**config.mk**
```make
export PLATFORM = sky130hd
export DESIGN_NAME = bitcap_top
export DESIGN_NICKNAME = d
export VERILOG_FILES = /design/src/rtl/bitcap_pkg.sv /design/src/rtl/bitcap_sync.sv /design/src/rtl/bitcap_divider.sv /design/src/rtl/bitcap_shreg.sv /design/src/rtl/bitcap_ctrl.sv /design/src/rtl/bitcap_top.sv
export SDC_FILE = /design/constraint.sdc
export NUM_CORES = 1
export LEC_CHECK = 0
export BUFFER_PORTS_ARGS = -buffer_cell sky130_fd_sc_hd__buf_4
export CORE_MARGIN = 8
export CORE_UTILIZATION = 38
export DETAILED_ROUTE_END_ITERATION = 16
export GPL_ROUTABILITY_DRIVEN = 0
export PLACE_DENSITY = 0.54
export SLEW_MARGIN = 0
export SYNTH_ARGS = -nofsm -noshare
export SYNTH_HDL_FRONTEND = slang
export SYNTH_SLANG_ARGS = --single-unit
```
**constraint.sdc**
```tcl
create_clock -name clk -period 1.86 [get_ports clk]
set_input_delay 0.186 -clock clk [delete_from_list [all_inputs] [get_ports clk]]
set_output_delay 0.186 -clock clk [all_outputs]
set_load 0.02 [all_outputs]
```
**src/rtl/bitcap_pkg.sv**
```systemverilog
package bitcap_pkg;

    typedef enum logic [1:0] {
        ST_IDLE = 2'd0,
        ST_LOW  = 2'd1,
        ST_HIGH = 2'd2,
        ST_DONE = 2'd3
    } cap_state_e;

    // field order matters: mode[1] = lsb_first, mode[0] = fall_edge
    typedef struct packed {
        logic lsb_first;
        logic fall_edge;
    } cap_mode_t;

endpackage

```
**src/rtl/bitcap_sync.sv**
```systemverilog
module bitcap_sync #(
    parameter int STAGES = 2
) (
    input  logic clk,
    input  logic rst_n,
    input  logic d,
    output logic q
);
    logic [STAGES-1:0] chain_q;

    always_ff @(posedge clk or negedge rst_n) begin
        if (!rst_n) begin
            chain_q <= '0;
        end else begin
            chain_q <= {chain_q[STAGES-2:0], d};
        end
    end

    assign q = chain_q[STAGES-1];
endmodule

```
**src/rtl/bitcap_divider.sv**
```systemverilog
module bitcap_divider #(
    parameter int DIV_W = 8
) (
    input  logic             clk,
    input  logic             rst_n,
    input  logic             run,
    input  logic [DIV_W-1:0] limit,
    output logic             tick
);
    logic [DIV_W-1:0] cnt_q;

    assign tick = run && (cnt_q == limit);

    always_ff @(posedge clk or negedge rst_n) begin
        if (!rst_n) begin
            cnt_q <= '0;
        end else if (!run || tick) begin
            cnt_q <= '0;
        end else begin
            cnt_q <= cnt_q + 1'b1;
        end
    end
endmodule

```
**src/rtl/bitcap_shreg.sv**
```systemverilog
module bitcap_shreg #(
    parameter int DATA_W = 8
) (
    input  logic              clk,
    input  logic              rst_n,
    input  logic              clear,
    input  logic              shift_en,
    input  logic              lsb_first,
    input  logic              din,
    output logic [DATA_W-1:0] data
);
    logic [DATA_W-1:0] data_q;

    always_ff @(posedge clk or negedge rst_n) begin
        if (!rst_n) begin
            data_q <= '0;
        end else if (clear) begin
            data_q <= '0;
        end else if (shift_en) begin
            if (lsb_first) begin
                data_q <= {din, data_q[DATA_W-1:1]};
            end else begin
                data_q <= {data_q[DATA_W-2:0], din};
            end
        end
    end

    assign data = data_q;
endmodule

```
**src/rtl/bitcap_ctrl.sv**
```systemverilog
module bitcap_ctrl
    import bitcap_pkg::*;
#(
    parameter int CNT_W = 3,
    parameter int DIV_W = 8
) (
    input  logic             clk,
    input  logic             rst_n,
    input  logic             start,
    input  logic [1:0]       mode_in,
    input  logic [CNT_W-1:0] nbits_in,
    input  logic [DIV_W-1:0] half_in,
    input  logic             tick,
    output logic             sclk,
    output logic             busy,
    output logic             valid,
    output logic             run,
    output logic             clear,
    output logic             shift_en,
    output logic             lsb_first,
    output logic [DIV_W-1:0] half_lat
);
    cap_state_e       state_q, state_d;
    cap_mode_t        cfg_q;
    logic [CNT_W-1:0] last_q;
    logic [CNT_W-1:0] bit_q;
    logic [DIV_W-1:0] half_q;
    logic             sclk_q;
    logic             accept;
    logic             last_bit;

    assign accept   = start && (state_q == ST_IDLE);
    assign last_bit = (bit_q == last_q);

    // next-state logic
    always_comb begin
        state_d = state_q;
        unique case (state_q)
            ST_IDLE: if (accept) state_d = ST_LOW;
            ST_LOW:  if (tick)   state_d = ST_HIGH;
            ST_HIGH: if (tick)   state_d = last_bit ? ST_DONE : ST_LOW;
            ST_DONE:             state_d = ST_IDLE;
            default:             state_d = ST_IDLE;
        endcase
    end

    // state register and per-command context
    always_ff @(posedge clk or negedge rst_n) begin
        if (!rst_n) begin
            state_q <= ST_IDLE;
            cfg_q   <= '0;
            last_q  <= '0;
            bit_q   <= '0;
            half_q  <= '0;
            sclk_q  <= 1'b0;
        end else begin
            state_q <= state_d;
            sclk_q  <= (state_d == ST_HIGH);
            if (accept) begin
                cfg_q  <= cap_mode_t'(mode_in);
                last_q <= nbits_in;
                half_q <= half_in;
                bit_q  <= '0;
            end else if ((state_q == ST_HIGH) && tick) begin
                bit_q  <= bit_q + 1'b1;
            end
        end
    end

    // output decode
    always_comb begin
        busy     = 1'b0;
        valid    = 1'b0;
        run      = 1'b0;
        clear    = 1'b0;
        shift_en = 1'b0;
        unique case (state_q)
            ST_IDLE: begin
                clear = accept;
            end
            ST_LOW: begin
                busy     = 1'b1;
                run      = 1'b1;
                shift_en = tick && !cfg_q.fall_edge;
            end
            ST_HIGH: begin
                busy     = 1'b1;
                run      = 1'b1;
                shift_en = tick && cfg_q.fall_edge;
            end
            ST_DONE: begin
                busy  = 1'b1;
                valid = 1'b1;
            end
            default: begin
                busy = 1'b0;
            end
        endcase
    end

    assign sclk      = sclk_q;
    assign lsb_first = cfg_q.lsb_first;
    assign half_lat  = half_q;
endmodule

```
**src/rtl/bitcap_top.sv**
```systemverilog
module bitcap_top #(
    parameter int DATA_W      = 8,
    parameter int DIV_W       = 8,
    parameter int SYNC_STAGES = 2,
    localparam int CNT_W      = (DATA_W > 1) ? $clog2(DATA_W) : 1
) (
    input  logic              clk,
    input  logic              rst_n,
    input  logic              start,
    input  logic [1:0]        mode,
    input  logic [CNT_W-1:0]  nbits,
    input  logic [DIV_W-1:0]  half_div,
    input  logic              sdi,
    output logic              sclk,
    output logic              busy,
    output logic              result_valid,
    output logic [DATA_W-1:0] result
);
    logic             sdi_s;
    logic             tick;
    logic             run;
    logic             clear;
    logic             shift_en;
    logic             lsb_first;
    logic [DIV_W-1:0] half_lat;

    bitcap_sync #(.STAGES(SYNC_STAGES)) u_sync (
        .clk   (clk),
        .rst_n (rst_n),
        .d     (sdi),
        .q     (sdi_s)
    );

    bitcap_divider #(.DIV_W(DIV_W)) u_div (
        .clk   (clk),
        .rst_n (rst_n),
        .run   (run),
        .limit (half_lat),
        .tick  (tick)
    );

    bitcap_ctrl #(.CNT_W(CNT_W), .DIV_W(DIV_W)) u_ctrl (
        .clk       (clk),
        .rst_n     (rst_n),
        .start     (start),
        .mode_in   (mode),
        .nbits_in  (nbits),
        .half_in   (half_div),
        .tick      (tick),
        .sclk      (sclk),
        .busy      (busy),
        .valid     (result_valid),
        .run       (run),
        .clear     (clear),
        .shift_en  (shift_en),
        .lsb_first (lsb_first),
        .half_lat  (half_lat)
    );

    bitcap_shreg #(.DATA_W(DATA_W)) u_shreg (
        .clk       (clk),
        .rst_n     (rst_n),
        .clear     (clear),
        .shift_en  (shift_en),
        .lsb_first (lsb_first),
        .din       (sdi_s),
        .data      (result)
    );
endmodule

```
==> results.md <==
- Post-synth EDFFs: 0
- Crit path time final: 1746 ps
- CTS Sinks: 37
- Router iterations before antenna repair: 4
- I/O pin cnt: 28
- # DRC: 0
- Gr usage total: 0.1138
- Pwr Density: roughly 1200 nW/um2
- Slew Viols, Final: 0
- CTS tree: done
- Share of cells above drive strength 1: 0.2329
- Setup TNS: 0 ps
- Final hold slack: between 80 and 90 ps
- Max-cap violation count: 0
- Primary FF master, synth: dfrtp_1
- Yosys warnings: 0
- Initial Utilization: 0.3912
- Area of the multi-input gates: 857.1 um2
- CTS Buf Count: 5
- Post-route ant nets: 0
- Via count: 1,369
- Syn-to-layout area delta: 24.40%
- Layout Skew: 9.102 ps
- Die area: 7310 um2
- Synth top area cells: dfrtp_1 (50%), nand2_1 (9.0%), xor2_1 (6.7%)
- CP arrival: 1960 ps
- CTS clk-pin slew, worst paths: around 80 ps
- Avg Cell Area, Syn: around 10 um2
- Longest Clk Path Bufs: 2
- Die Y: 85.50 um
- Drt wl/cell: 13.79 um
- Final setup violating endpoints: 0
- Max VDD drop: between 600 and 700 uV
- Maximum fanout along the worst path: 6
- Fin cells: 273
- PortBufs: 27
- Post-CTS Resized: 0
- # nets final: 242
- Gate Count Post-Synth: 179
- # diodes: 0
- Vias in the first global route: 1,480
- First-pass GRT wire length: 6734 um
- LEAKAGE: roughly 0.0012 uW
- Pin slew with the least headroom to its limit: approximately 480 ps
- Fin crit share: 0.9385
- Fin util: 0.4867
- DP HPWL: 2787 um
- CTS root buffer: clkbuf_8
- Fillers: 447
- Netlist cell types: 27
- Most common library cell in the layout ignoring fill and taps: nand2_1
- Initial DRC count: 40
- RSZ-0062 raised after global routing: no
- Routed wire length: 3765 um
- FP Rows: 25
- Syn Std Cell Area: 1836 um2
- Top cell type's share of synthesized area: 0.5044
- Largest net degree at the start of global routing: 38
- Asr flop ratio synth: 1.000
- Syn_nets: 203
- Most frequent cells in the layout: nand2_1 (44), buf_4 (37), dfrtp_1 (37), nand3_1 (16), xor2_1 (14)
- Status: complete, no violations
- CTS H-tree lvls: 2
- Hold WC Path Type: in -> reg
- Critical Path Start Type: flop
- Max transition margin: 0.6776
- Sequential fraction of the synthesis area: 0.5044
- Setup crit end kind: flop
- Core area: 4692 um2
- Fin. Hold Viols: 0
- Reg area: 925.9 um2
- Die X: 85.50 um
- Via/cell ratio: 5.015
- Dominant cell type by area after synthesis: dfrtp_1
- Initial antenna violation count: 0
- Critical path type: reg -> reg
- Worst Path Required: 2070 ps
- Placed insts: approximately 260
- GRT overflow: 0
- Max Fclk: 572.9 MHz
- Yosys reg bits: 37
- Later-pin clock latency in the skew report: 280 ps
-- cells in the mapped netlist (3+ instances only) --
cell type,number
and3_1,3
clkbuf_1,4
dfrtp_1,37
ha_1,7
inv_1,5
mux2i_1,9
nand2_1,44
nand3_1,16
nor2_1,9
o31ai_1,6
xnor2_1,5
xor2_1,14
-- worst max-delay path: stages (launching register included) --
cell,delay (ps)
dfrtp_1,440
xor2_1,190
nor4_4,270
buf_4,180
nand4_2,120
or3_1,320
a21oi_1,150
-- area by class of cell --
type	instances	share of cell area
Timing Repair Buffer	39	0.1304
Inverter	5	0.008219
Sequential cell	37	0.4055
Clock buffer	7	0.03781
Multi-Input combinational cell	130	0.3753
Tap cell	54	0.02959
Clock inverter	1	0.01315
-- registers in the layout, summed over array words and instances (netlist names) --
name	count
u_ctrl.sclk	1
u_ctrl.lsb_first	1
u_ctrl.last_q	3
u_div.cnt_q	8
u_ctrl.half_lat	8
u_ctrl.bit_q	3
u_ctrl.cfg_q	1
u_sync.chain_q	2
u_shreg.data	8
u_ctrl.state_q	2
-- cells by family after synthesis --
kind of cell,share of synthesized area
AOI/OAI and AO/OA,0.06203
muxes,0.04908
and+or+nand+nor,0.2175
buffers and inverters,0.02863
xor gates and xnor gates,0.09066
adders and majority gates,0.04771
DFF,0.5044
-- per-stage QoR --
stage / worst slack, ps / area, um2 / total power [uW]
6_report: 114.4 / 2283 / 2840
5_1_grt: 9.047 / 2283 / 3054
4_1_cts: 74.05 / 2268 / 2844
3_5_place_dp: 62.44 / 2132 / 2112
3_3_place_gp: 151.5 / 2132 / 2079
2_1_floorplan: 171.5 / 1836 / 1832
-- path summary, 6_finish.rpt --
| check | endpoint | from | slack [ps] | cells past startpoint |
|---|---|---|---|---|
| min | u_ctrl.lsb_first | mode[1] | 90 | 3 |
| max reg2reg | u_ctrl.bit_q[2] | u_div.cnt_q[1] | 110 | 6 |
| max in group asynchronous | u_ctrl.last_q[1] | rst_n | 1110 | 2 |
| min reg2reg | u_sync.chain_q[1] | u_sync.chain_q[0] | 350 | 0 |
| min in group asynchronous | u_shreg.data[7] | rst_n | 400 | 2 |
| max | u_ctrl.bit_q[2] | u_div.cnt_q[1] | 110 | 6 |
-- layer usage --
layer | track usage | up-vias | wire, um
met5 | 0 | - | 0
met2 | 0.1953 | 26 | 1783
met4 | 0.03344 | 0 | 40
met3 | 0.04394 | 5 | 227
li1 | - | 674 | -
met1 | 0.1272 | 664 | 1714
-- report_power, final --
group          internal, uW  switching, uW
Clock                   437            277
Combinational           434            537
Sequential              984            172
Total                  1850            986
-- what timing repair did --
item | in CTS | in global routing
hold buffers | 2 | 0
hold endpoints to repair | 38 | 0
endpoints found under the setup margin | 0 | 2
setup buffers | 0 | 2
(Power assumes the default switching activity.)
